## src/rtl/gpio_irq_pkg.sv

```systemverilog
package gpio_irq_pkg;

    localparam int unsigned GPIO_W = 32;
    localparam int unsigned ADDR_W = 8;

    localparam logic [ADDR_W-1:0] OFS_DIR    = 8'h00;
    localparam logic [ADDR_W-1:0] OFS_IN     = 8'h04;
    localparam logic [ADDR_W-1:0] OFS_SET    = 8'h10;
    localparam logic [ADDR_W-1:0] OFS_CLR    = 8'h14;
    localparam logic [ADDR_W-1:0] OFS_EN     = 8'h20;
    localparam logic [ADDR_W-1:0] OFS_RAW    = 8'h24;
    localparam logic [ADDR_W-1:0] OFS_MSTAT  = 8'h28;
    localparam logic [ADDR_W-1:0] OFS_MASK   = 8'h2C;
    localparam logic [ADDR_W-1:0] OFS_ICLR   = 8'h30;
    localparam logic [ADDR_W-1:0] OFS_METHOD = 8'h34;
    localparam logic [ADDR_W-1:0] OFS_BOTH   = 8'h38;
    localparam logic [ADDR_W-1:0] OFS_POL    = 8'h3C;

    typedef enum logic [3:0] {
        SEL_NONE,
        SEL_DIR,
        SEL_IN,
        SEL_SET,
        SEL_CLR,
        SEL_EN,
        SEL_RAW,
        SEL_MSTAT,
        SEL_MASK,
        SEL_ICLR,
        SEL_METHOD,
        SEL_BOTH,
        SEL_POL
    } regsel_e;

    typedef struct packed {
        logic [GPIO_W-1:0] method;
        logic [GPIO_W-1:0] both;
        logic [GPIO_W-1:0] pol;
    } trig_cfg_t;

    function automatic regsel_e decode_addr(input logic [ADDR_W-1:0] a);
        regsel_e s;
        case (a)
            OFS_DIR:    s = SEL_DIR;
            OFS_IN:     s = SEL_IN;
            OFS_SET:    s = SEL_SET;
            OFS_CLR:    s = SEL_CLR;
            OFS_EN:     s = SEL_EN;
            OFS_RAW:    s = SEL_RAW;
            OFS_MSTAT:  s = SEL_MSTAT;
            OFS_MASK:   s = SEL_MASK;
            OFS_ICLR:   s = SEL_ICLR;
            OFS_METHOD: s = SEL_METHOD;
            OFS_BOTH:   s = SEL_BOTH;
            OFS_POL:    s = SEL_POL;
            default:    s = SEL_NONE;
        endcase
        return s;
    endfunction

endpackage

```

## src/rtl/gpio_sync.sv

```systemverilog
module gpio_sync #(
    parameter int unsigned W = gpio_irq_pkg::GPIO_W
) (
    input  logic         clk,
    input  logic         rst,
    input  logic [W-1:0] d,
    output logic [W-1:0] cur,
    output logic [W-1:0] prev
);
    logic [W-1:0] meta_q;

    always_ff @(posedge clk) begin
        if (rst) begin
            meta_q <= '0;
            cur    <= '0;
            prev   <= '0;
        end else begin
            meta_q <= d;
            cur    <= meta_q;
            prev   <= cur;
        end
    end
endmodule

```

## src/rtl/gpio_pin_detect.sv

```systemverilog
module gpio_pin_detect (
    input  logic clk,
    input  logic rst,
    input  logic cur,
    input  logic prev,
    input  logic method,
    input  logic both,
    input  logic pol,
    input  logic clr,
    output logic status
);
    logic edge_hit;
    logic level_hit;

    always_comb begin
        level_hit = cur ^ pol;
        if (both) begin
            edge_hit = cur ^ prev;
        end else if (pol) begin
            edge_hit = prev & ~cur;
        end else begin
            edge_hit = cur & ~prev;
        end
    end

    always_ff @(posedge clk) begin
        if (rst) begin
            status <= 1'b0;
        end else if (method) begin
            status <= level_hit;
        end else begin
            status <= (status & ~clr) | edge_hit;
        end
    end
endmodule

```

## src/rtl/gpio_regfile.sv

```systemverilog
module gpio_regfile
    import gpio_irq_pkg::*;
#(
    parameter int unsigned W = GPIO_W
) (
    input  logic         clk,
    input  logic         rst,
    input  regsel_e      sel,
    input  logic         we,
    input  logic [W-1:0] wdata,
    output logic [W-1:0] dir_q,
    output logic [W-1:0] out_q,
    output logic [W-1:0] en_q,
    output logic [W-1:0] mask_q,
    output trig_cfg_t    cfg_q,
    output logic [W-1:0] clr_bits
);
    always_comb begin
        clr_bits = (we && sel == SEL_ICLR) ? wdata : '0;
    end

    always_ff @(posedge clk) begin
        if (rst) begin
            dir_q  <= '0;
            out_q  <= '0;
            en_q   <= '0;
            mask_q <= '0;
            cfg_q  <= '0;
        end else if (we) begin
            case (sel)
                SEL_DIR:    dir_q      <= wdata;
                SEL_SET:    out_q      <= out_q | wdata;
                SEL_CLR:    out_q      <= out_q & ~wdata;
                SEL_EN:     en_q       <= wdata;
                SEL_MASK:   mask_q     <= wdata;
                SEL_METHOD: cfg_q.method <= wdata;
                SEL_BOTH:   cfg_q.both <= wdata;
                SEL_POL:    cfg_q.pol  <= wdata;
                default:    ;
            endcase
        end
    end
endmodule

```

## src/rtl/gpio_irq_ctrl.sv

```systemverilog
module gpio_irq_ctrl
    import gpio_irq_pkg::*;
(
    input  logic              clk,
    input  logic              rst,
    input  logic [ADDR_W-1:0] bus_addr,
    input  logic              bus_we,
    input  logic [GPIO_W-1:0] bus_wdata,
    output logic [GPIO_W-1:0] bus_rdata,
    input  logic [GPIO_W-1:0] pin_in,
    output logic [GPIO_W-1:0] pin_out,
    output logic [GPIO_W-1:0] pin_oe,
    output logic              irq_out
);
    localparam int unsigned W = GPIO_W;

    regsel_e      sel;
    logic [W-1:0] dir_q, out_q, en_q, mask_q, clr_bits;
    trig_cfg_t    cfg_q;
    logic [W-1:0] sync_cur, sync_prev;
    logic [W-1:0] raw_q;
    logic [W-1:0] masked;
    logic [W-1:0] method_bits;
    logic [W-1:0] rdata_q;

    always_comb sel = decode_addr(bus_addr);

    gpio_regfile #(.W(W)) u_regs (
        .clk(clk), .rst(rst), .sel(sel), .we(bus_we), .wdata(bus_wdata),
        .dir_q(dir_q), .out_q(out_q), .en_q(en_q), .mask_q(mask_q),
        .cfg_q(cfg_q), .clr_bits(clr_bits)
    );

    gpio_sync #(.W(W)) u_sync (
        .clk(clk), .rst(rst), .d(pin_in), .cur(sync_cur), .prev(sync_prev)
    );

    for (genvar i = 0; i < W; i++) begin : g_pin
        gpio_pin_detect u_det (
            .clk(clk), .rst(rst),
            .cur(sync_cur[i]), .prev(sync_prev[i]),
            .method(cfg_q.method[i]), .both(cfg_q.both[i]), .pol(cfg_q.pol[i]),
            .clr(clr_bits[i]), .status(raw_q[i])
        );
    end

    always_comb begin
        masked      = raw_q & en_q & ~mask_q;
        method_bits = cfg_q.method;
    end

    always_ff @(posedge clk) begin
        if (rst) begin
            rdata_q <= '0;
        end else begin
            case (sel)
                SEL_DIR:    rdata_q <= dir_q;
                SEL_IN:     rdata_q <= sync_cur;
                SEL_SET:    rdata_q <= out_q;
                SEL_EN:     rdata_q <= en_q;
                SEL_RAW:    rdata_q <= raw_q;
                SEL_MSTAT:  rdata_q <= masked;
                SEL_MASK:   rdata_q <= mask_q;
                SEL_METHOD: rdata_q <= cfg_q.method;
                SEL_BOTH:   rdata_q <= cfg_q.both;
                SEL_POL:    rdata_q <= cfg_q.pol;
                default:    rdata_q <= '0;
            endcase
        end
    end

    assign bus_rdata = rdata_q;
    assign pin_out   = out_q;
    assign pin_oe    = dir_q;
    assign irq_out   = |masked;
endmodule

```

## config.mk

```make
export PLATFORM = sky130hd
export DESIGN_NAME = gpio_irq_ctrl
export DESIGN_NICKNAME = d
export VERILOG_FILES = /design/src/rtl/gpio_irq_pkg.sv /design/src/rtl/gpio_sync.sv /design/src/rtl/gpio_pin_detect.sv /design/src/rtl/gpio_regfile.sv /design/src/rtl/gpio_irq_ctrl.sv
export SDC_FILE = /design/constraint.sdc
export NUM_CORES = 1
export LEC_CHECK = 0
export ABC_CLOCK_PERIOD_IN_PS = 2300
export BUFFER_PORTS_ARGS = -buffer_cell sky130_fd_sc_hd__buf_2
export CAP_MARGIN = 15
export CORE_MARGIN = 2
export CORE_UTILIZATION = 45
export DETAILED_ROUTE_END_ITERATION = 7
export GPL_TIMING_DRIVEN = 0
export PLACE_DENSITY = 0.74
export SYNTH_ARGS = -nofsm -noshare
export SYNTH_HDL_FRONTEND = slang
export SYNTH_SLANG_ARGS = --single-unit
```

## constraint.sdc

```tcl
create_clock -name clk -period 2.3 [get_ports clk]
set_input_delay 0.46 -clock clk [delete_from_list [all_inputs] [get_ports clk]]
set_output_delay 0.46 -clock clk [all_outputs]
set_load 0.005 [all_outputs]
```

---- Word-level counts from Yosys, hierarchy flattened ----
Index checks and enable logic that the tools add are counted.
operators by class
  bitwise operators ....................... 294
  equality and inequality tests ........... 23
  reduce and logical (&&, ||, !) cells .... 11
  muxes and demuxes ....................... 100
operators by type and width
  kind                number
  $pmux 32 s10        1
  $and 1x1->1         96
  $and 32x32->32      3
  $mux 1              96
  $not 1->1           96
  $eq 8x6->1 const B  8
  $not 32->32         2
  $pmux 32 s2         1
  $xor 1x1->1         64
  $pmux 4 s12         1
  $mux 32             1
  $or 1x1->1          32
  $or 32x32->32       1
  $reduce_or 32->1    1
  $eq 4x4->1 const B  5
  $eq 4x3->1 const B  4
  $eq 8x5->1 const B  2
  $reduce_and 2->1    7
  $eq 4x2->1 const B  2
  $eq 8x3->1 const B  1
  $logic_not 8->1     1
  $eq 4x1->1 const B  1
  $reduce_bool 2->1   1
  $logic_and 1x1->1   1
storage, ports and cells
  bits of input ports ..................... 75
  flip-flop bits (word level) ............. 384
  output and inout bits ................... 97
  word-level logic and storage cells ...... 471

---- Logic depth before layout (Yosys ltp) ----
Gate-level depths: netlist of the first run.
  word-level depth ........................ 9
  mapped depth ............................ 8
  gate-level depth less buffers ........... 6

---- Hierarchy ----
Synthesis of the first run repeated with hierarchy kept, for this count alone.
second synthesis, totals
  cell total of the unflattened synthesis .. 2144
  area total of the unflattened synthesis .. 18858.1 sq um
by module, submodules not included
  module           instances  area an instance (sq um)  cells each
  gpio_regfile     1          9122.5                    1026
  gpio_irq_ctrl    1          3732.3                    500
  gpio_pin_detect  32         106.4                     13
  gpio_sync        1          2600.0                    202

---- Worst setup path after synthesis of the first run ----
No wires, ideal clock.
  kind .................................... input to register
  start ................................... input bus_addr[3]
  end ..................................... register u_regs.dir_q[10]
  path buffers ............................ 3
  data arrival time ....................... 1916 ps
  setup time .............................. 132 ps
  cell stages on the path ................. 7
  setup slack ............................. 252 ps
  cells stage by stage .................... clkbuf_1 > or3b_2 > or4_1 > clkbuf_1 > buf_2 > nand2_1 > a21oi_1
on the way
  word-level cells in the longest chain between the ends .. 4
  elaborated cells on any way between the ends .. 15
  classes of those cells .................. 12 x eq/ne; 1 x mux; 2 x reduce/logical
ends and longest elaborated chain
  what                                 line                text
  start: declaration                   gpio_irq_ctrl.sv:6  input logic [ADDR_W-1:0] bus_addr,
  $eq 8x6->1 (tied with other cells)   gpio_irq_pkg.sv:43  case (a)
  $pmux 4 s12 *                        gpio_irq_pkg.sv:43
  $eq 4x1->1 *                         gpio_regfile.sv:30  case (sel)
  $reduce_and 2->1 (no source line) *  -
  end signal: assignment               gpio_regfile.sv:31  SEL_DIR: dir_q <= wdata;
  end: declaration                     gpio_regfile.sv:11  output logic [W-1:0] dir_q,
Every way passes the cells marked *; elsewhere a longest branch is shown, timed or not.
A chain may end at the register's enable or synchronous reset.

---- Worst setup path in the final report of the first run ----
  start ................................... register u_regs.mask_q[5]
  end ..................................... output irq_out
on the way
  word-level cells in the longest chain between the ends .. 3
ends and longest elaborated chain
  what                      line                 text
  start: declaration        gpio_regfile.sv:14   output logic [W-1:0] mask_q,
  start signal: assignment  gpio_regfile.sv:35   SEL_MASK: mask_q <= wdata;
  $not 32->32               gpio_irq_ctrl.sv:48  masked = raw_q & en_q & ~mask_q;
  $and 32x32->32            gpio_irq_ctrl.sv:48
  $reduce_or 32->1          gpio_irq_ctrl.sv:75  assign irq_out = |masked;
  end: declaration          gpio_irq_ctrl.sv:13  output logic irq_out
No other way between the ends.

==> results_dict.tcl, run 1 <==
set metrics [dict create \
    firstDrtPassIters 6 \
    report.final.hold_viol_count 0 \
    pin_count 172 \
    yosysMostFrequentCell "sky130_fd_sc_hd__dfxtp_1" \
    worstMarginPinSlew_ns 1.02 \
    antenna_found_initial 4 \
    fp-row-count 73 \
    yosys.area.top_type "sky130_fd_sc_hd__dfxtp_1" \
    wire_length_of_the_first_global_routing_pass_um 104000 \
    cts_inserted_buffers 43 \
    failed_checks "setup timing" \
    slowest_stage "sky130_fd_sc_hd__dfxtp_1" \
    synthDistinctLibCells 56 \
    r2r_cells 4 \
    min_path_cells 2 \
    share_clk_of_total_power_pct 47.2 \
    cts_max_level 2 \
    syn2layout_area_growth_pct 16.4 \
    die_area_mm2 0.0423 \
    hold_class "in2reg" \
    timing.final.setup_violations 5 \
    startpoint_type "flop" \
    switching_power_share_of_the_total_pct 24.9 \
    rsz_0062_raised_after_global_routing "true" \
    synthesis.area_mm2 0.0183 \
    cts_tree "done" \
    initialDrtViolationCount 2382 \
    peakVddDrop_mv 0.561 \
    grt_start_max_net_pins 15 \
    critical_path.endpoint_type "primary output" \
    power.leakage_nw 8.34 \
    drc 0 \
    required_ns 1.84 \
    synth_edf_count 0 \
    switching_power_mw 3.70 \
    slew_headroom_pct 31.9 \
    fmax_ghz 0.407 \
    seq_power_share_pct 46.0 \
    max_cap_violations 0 \
    dp_cells 2842 \
    chipHeight_um 206 \
    die_w_um 206 \
    async_flop_share_pct 0 \
    design.core.area_mm2 0.0399 \
    p_int_mw 11.2 \
    worst-setup-path-type "reg2out" \
    nNetsFinal 2512 \
    worstPathCellList "nand2b_1 > o2111ai_1 > nor4_4 > nand2_2 > buf_2" \
    cp_num_buf_inv 1 \
    synth-seq-cells 384 \
    postRouteWirelength_um 71900 \
    synth_top_area_share_pct 42.0 \
    synth_area_per_cell_um2 8.40 \
    post_cts_hold_buffer_count 0 \
    combinationalPowerShare_pct 6.8 \
    max_stage_delay_ns 0.36 \
    cts_max_path_buffers 3 \
    arrival_ns 2.00 \
    cts_num_sinks 384 \
    setup_ws_ns -0.160 \
    finClkSkew_ns 0.0182 \
    crit_path_max_fanout 3 \
    avgViaCountPerCell 6.08 \
    drv_slew 0 \
    synthesized_nets 2318 \
    syn-instance-count 2179 \
    final.fill_count 3692 \
    initial_utilization_pct 45.9 \
    cellPowerDensity_mw_per_mm2 699 \
    routability_cong 1.02 \
    ys_top_cells_by_area "sky130_fd_sc_hd__dfxtp_1 42%, sky130_fd_sc_hd__nand2_1 7.3%, sky130_fd_sc_hd__mux2i_1 6.7%, sky130_fd_sc_hd__a21oi_1 5.8%, sky130_fd_sc_hd__ha_1 4.4%" \
    drive_above_1_share_pct 13.3 \
    detailroute.via_count 17800 \
    critical_path_cell_count 5 \
    routed_wire_length_per_instance_um 24.5 \
    clkLatencyLatePin_ns 0.58 \
    sum_of_overflow_across_all_layers_after_global_routing 0 \
    synth_commonest_cells "384 x sky130_fd_sc_hd__dfxtp_1, 358 x sky130_fd_sc_hd__nand2_1, 212 x sky130_fd_sc_hd__a21oi_1" \
    final_cells 2933 \
    family_with_the_most_delay_on_the_worst_path "simple AND/OR/NAND/NOR gates" \
    synth_sequential_area_ratio_pct 42.0 \
    grt.total_usage_pct 33.3 \
    timing.final.crit_share_pct 107 \
    cts.reportedPaths.clkPinSlew_ns 0.06 \
    final.min_clock_period_ns 2.46 \
    port-buffer-count 138 \
    post-dp-hpwl_um 50400 \
    outcome "finished with violations" \
    drtAntennaViolNets 0 \
    first_global_vias 16700 \
    finalPower_mw 14.9 \
    ys.warnings.count 0 \
    clock_tree.root_cell "sky130_fd_sc_hd__clkbuf_16" \
    synth_top_flop_cell "sky130_fd_sc_hd__dfxtp_1" \
]
## state kept, by name (all words and copies together), names as in the netlist, named ones only
signal,count
u_regs.cfg_q,96
u_regs.mask_q,32
u_sync.prev,32
u_regs.en_q,32
u_sync.cur,32
bus_rdata,32
u_regs.dir_q,32
g_pin.u_det.status,32
u_sync.meta_q,32
## layout by cell type (no fill, tap or decap), types with 33 or more instances in the layout
| cell | n |
|---|---|
| sky130_fd_sc_hd__inv_1 | 112 |
| sky130_fd_sc_hd__buf_2 | 171 |
| sky130_fd_sc_hd__a21oi_1 | 211 |
| sky130_fd_sc_hd__nor2_1 | 101 |
| sky130_fd_sc_hd__mux2i_1 | 123 |
| sky130_fd_sc_hd__clkbuf_1 | 134 |
| sky130_fd_sc_hd__o21ai_0 | 36 |
| sky130_fd_sc_hd__dfxtp_1 | 381 |
| sky130_fd_sc_hd__nand2b_1 | 45 |
| sky130_fd_sc_hd__o211ai_1 | 43 |
| sky130_fd_sc_hd__a221oi_1 | 33 |
| sky130_fd_sc_hd__nor2b_1 | 115 |
| sky130_fd_sc_hd__ha_1 | 64 |
| sky130_fd_sc_hd__nand2_1 | 357 |
| sky130_fd_sc_hd__clkbuf_16 | 45 |
| sky130_fd_sc_hd__nand4_1 | 48 |
## timing repair
| item | in CTS | in global routing |
|---|---|---|
| pin swaps | 6 | 4 |
| resized for setup | 21 | 30 |
| endpoints found under the setup margin | 64 | 68 |
| buffers inserted | 4 | 8 |
## path summary, 6_finish.rpt
check,slack (ns),endpoint,start
worst max-delay path,-0.16,irq_out,u_regs.mask_q[5]$_SDFFE_PP0P_
worst min-delay path,0.08,u_sync.meta_q[29]$_SDFF_PP0_,pin_in[29]
worst max register to register,0.70,bus_rdata[24]$_SDFF_PP0_,g_pin[24].u_det.status$_SDFF_PP0_
worst min register to register,0.43,u_sync.cur[26]$_SDFF_PP0_,u_sync.meta_q[26]$_SDFF_PP0_
## layout make-up
| class | count | area, um^2 | area share, % |
|---|---|---|---|
| diodes | 2 | 5.00 | 0.0235 |
| plain buffers | 190 | 831 | 3.90 |
| clock buffers | 61 | 1260 | 5.90 |
| clock inverters | 17 | 174 | 0.816 |
| inverters | 112 | 420 | 1.97 |
| multi-input cells | 1492 | 9460 | 44.4 |
| flip-flops and latches | 384 | 7690 | 36.1 |
| well taps | 525 | 657 | 3.08 |
| repair buffers | 150 | 806 | 3.78 |
## through the flow
stage / util [%] / setup TNS [ns] / setup WS, ns / area, um^2 / hold WS (ns)
6_report: 53.4 / -0.269 / -0.160 / 21300 / 0.0845
5_1_grt: 53.4 / -0.206 / -0.206 / 21300 / 0.0874
4_1_cts: 53.0 / -0.120 / -0.120 / 21200 / 0.0840
3_5_place_dp: 49.2 / -156.57 / -1.19 / 19700 / 0.421
3_3_place_gp: 49.2 / -154.61 / -1.05 / 19700 / 0.419
2_1_floorplan: - / 0 / 0.252 / 18300 / 0.414
## power by group through the flow
stage	clock network, mW	logic [mW]	registers, mW
floorplan	0	0.560	6.96
global placement	0	0.931	6.98
detailed placement	0	0.950	6.99
CTS	7.06	0.961	6.84
global route	7.33	1.04	6.85
finish	7.04	1.01	6.85
## layer usage
| layer | vias to the layer above | global-route usage, % | wire, um |
|---|---|---|---|
| met2 | 1255 | 50.7 | 31100 |
| li1 | 7885 | - | - |
| met4 | 0 | 19.6 | 4420 |
| met5 | - | 0 | 0 |
| met1 | 8393 | 42.6 | 27800 |
| met3 | 296 | 8.50 | 8710 |
## logic make-up after synthesis
group	count (synthesis)	share of synthesized area, %
buf+inv	303	6.62
xor+xnor	32	1.53
flops	384	42.0
compound gates	480	16.9
simple gates	776	20.8
fa+ha+maj	64	4.37
mux	140	7.77
Note: power is estimated with default switching activity, not from simulation.
==> run 2: changes to the inputs <==
--- a/config.mk
+++ b/config.mk
@@ -6,13 +6,13 @@
 export NUM_CORES = 1
 export LEC_CHECK = 0
 export ABC_CLOCK_PERIOD_IN_PS = 2300
-export BUFFER_PORTS_ARGS = -buffer_cell sky130_fd_sc_hd__buf_2
 export CAP_MARGIN = 15
 export CORE_MARGIN = 2
 export CORE_UTILIZATION = 45
 export DETAILED_ROUTE_END_ITERATION = 7
+export DONT_BUFFER_PORTS = 1
 export GPL_TIMING_DRIVEN = 0
-export PLACE_DENSITY = 0.74
+export PLACE_DENSITY = 0.71
 export SYNTH_ARGS = -nofsm -noshare
 export SYNTH_HDL_FRONTEND = slang
 export SYNTH_SLANG_ARGS = --single-unit
==> results_dict.tcl, run 2 (synthesized netlist as in run 1, its figures left out) <==
set metrics [dict create \
    clock_tree.root_cell "sky130_fd_sc_hd__clkbuf_16" \
    die_area_mm2 0.0423 \
    r2r_cells 4 \
    final_cell_mix "379 x sky130_fd_sc_hd__dfxtp_1, 357 x sky130_fd_sc_hd__nand2_1, 211 x sky130_fd_sc_hd__a21oi_1" \
    final.fill_count 3723 \
    met1_resource_use_gr_pct 41.7 \
    slew_headroom_pct 27.7 \
    cts_max_path_buffers 3 \
    drtAntennaViolNets 0 \
    largest_register_ff_count 96 \
    first_global_vias 16200 \
    hold_class "in2reg" \
    fp-row-count 73 \
    layout_commonest_cell "sky130_fd_sc_hd__dfxtp_1" \
    initial_utilization_pct 45.9 \
    crit_path_max_fanout 10 \
    die_w_um 206 \
    nNetsFinal 2373 \
    cts_num_sinks 384 \
    report.final.hold_viol_count 0 \
    top_usage_layer "met2" \
    required_ns 2.72 \
    timing.rr.end "bus_rdata[27]$_SDFF_PP0_" \
    dpl_cell_area_mm2 0.0190 \
    peakVddDrop_mv 0.597 \
    finClkSkew_ns 0.0149 \
    worstMarginPinSlew_ns 1.08 \
    arrival_ns 2.74 \
    worst-setup-path-type "in2reg" \
    avgViaCountPerCell 6.12 \
    register_area_mm2 0.00769 \
    routed_wire_length_per_instance_um 25.7 \
    cts_max_level 2 \
    startpoint_type "input pin" \
    pin_count 172 \
    cts_tree "done" \
    sum_of_overflow_across_all_layers_after_global_routing 0 \
    rsz_0062_raised_after_global_routing "true" \
    final.min_clock_period_ns 2.32 \
    post-dp-hpwl_um 50900 \
    postRouteWirelength_um 71800 \
    syn2layout_area_growth_pct 13.0 \
    wire_length_of_the_first_global_routing_pass_um 103000 \
    port-buffer-count 0 \
    hold_path_end "u_sync.meta_q[26]$_SDFF_PP0_" \
    cellPowerDensity_mw_per_mm2 736 \
    dp_cells 2704 \
    max_cap_violations 0 \
    timing.final.setup_violations 5 \
    final_util_pct 51.8 \
    power.leakage_nw 7.68 \
    antenna_found_initial 3 \
    firstDrtPassIters 6 \
    ff2ff_setup_slack_ns 0.76 \
    cts.reportedPaths.clkPinSlew_ns 0.06 \
    tns_ns -0.0605 \
    design.core.area_mm2 0.0399 \
    setup_ws_ns -0.0165 \
    drv_slew 0 \
    final_cells 2797 \
    grt_start_max_net_pins 15 \
    drc 0 \
    outcome "finished with violations" \
    initialDrtViolationCount 2089 \
    cts_inserted_buffers 42 \
    min_path_cells 1 \
    grt.total_usage_pct 33.5 \
    drive_above_1_share_pct 8.02 \
    groute.layer.met2.usage_pct 51.6 \
    multiInputGateArea_mm2 0.00945 \
    critical_path.endpoint_type "flop" \
    failed_checks "setup timing" \
    met3_usage_pct 9.95 \
    critical_register_to_register_path_startpoint "g_pin[27].u_det.status$_SDFF_PP0_" \
    detailroute.via_count 17100 \
    timing.final.crit_share_pct 101 \
    max_flop_register "u_regs.cfg_q" \
    post-route-cell-area_mm2 0.0207 \
    routability_cong 0.996 \
    chipHeight_um 206 \
    clkLatencyLatePin_ns 0.57 \
    finalPower_mw 15.2 \
    fmax_ghz 0.432 \
    worst_hold_startpoint "pin_in[26]" \
]
## run 2: cell count changes in the layout (fill, tap and decap cells not counted), sizes merged
cell	before	now
buf	194	55
bufinv	3	6
clkbuf	206	205
clkinv	9	10
clkinvlp	4	1
diode	2	4
dlygate4sd3	0	2
inv	113	112
## run 2: what timing repair did
action,CTS,global route
gates resized for setup,17,33
buffers inserted,2,8
pin swaps,5,6
hold endpoints to repair,2,0
hold buffers,2,0
endpoints found under the setup margin,55,89
## run 2: layout make-up
class / count / share of cell area [%]
multi-input combinational: 1492 / 45.7
inverter: 112 / 2.03
tap: 525 / 3.18
clock buffer: 61 / 6.17
antenna: 4 / 0.0484
clock inverter: 17 / 1.22
sequential: 384 / 37.2
buffer: 190 / 3.98
timing repair buffer: 12 / 0.460
## run 2: worst max-delay path by stage
stage | start | to | slack, ns | cells after the start
after detailed placement | bus_addr[4] | flop | -0.94 | 7
after global routing | u_regs.mask_q[3]$_SDFFE_PP0P_ | irq_out | -0.03 | 4
after global placement | bus_addr[4] | flop | -0.91 | 7
after CTS | u_regs.mask_q[3]$_SDFFE_PP0P_ | irq_out | -0.007 | 4
after floorplan | bus_addr[3] | u_regs.dir_q[10]$_SDFFE_PP0P_ | 0.25 | 7
final | rst | flop | -0.02 | 4
## run 2: stage by stage
| step | hold WS, ns | worst slack [ns] |
|---|---|---|
| 6_report | 0.0132 | -0.0165 |
| 2_1_floorplan | 0.414 | 0.252 |
| 3_5_place_dp | 0.422 | -0.941 |
| 3_3_place_gp | 0.419 | -0.914 |
| 5_1_grt | 0.00713 | -0.0310 |
| 4_1_cts | 0.000977 | -0.00746 |
## run 2: power by group
part	internal (mW)	leakage (nW)	switching, mW
Clock	4.54	0.752	2.88
Combinational	0.262	3.81	0.697
Sequential	6.76	3.12	0.0894
## run 2: worst max-delay path, stage by stage
cell and delay [ns]:
sky130_fd_sc_hd__clkbuf_1 0.62, sky130_fd_sc_hd__buf_1 0.76, sky130_fd_sc_hd__clkbuf_1 0.74, sky130_fd_sc_hd__nor2_1 0.13
## run 2: layer usage
layer | share of wire [%] | wire length (um)
met2 | 43 | 31200
met4 | 5.8 | 4180
met3 | 12 | 8500
met1 | 39 | 27900
met5 | 0.079 | 57
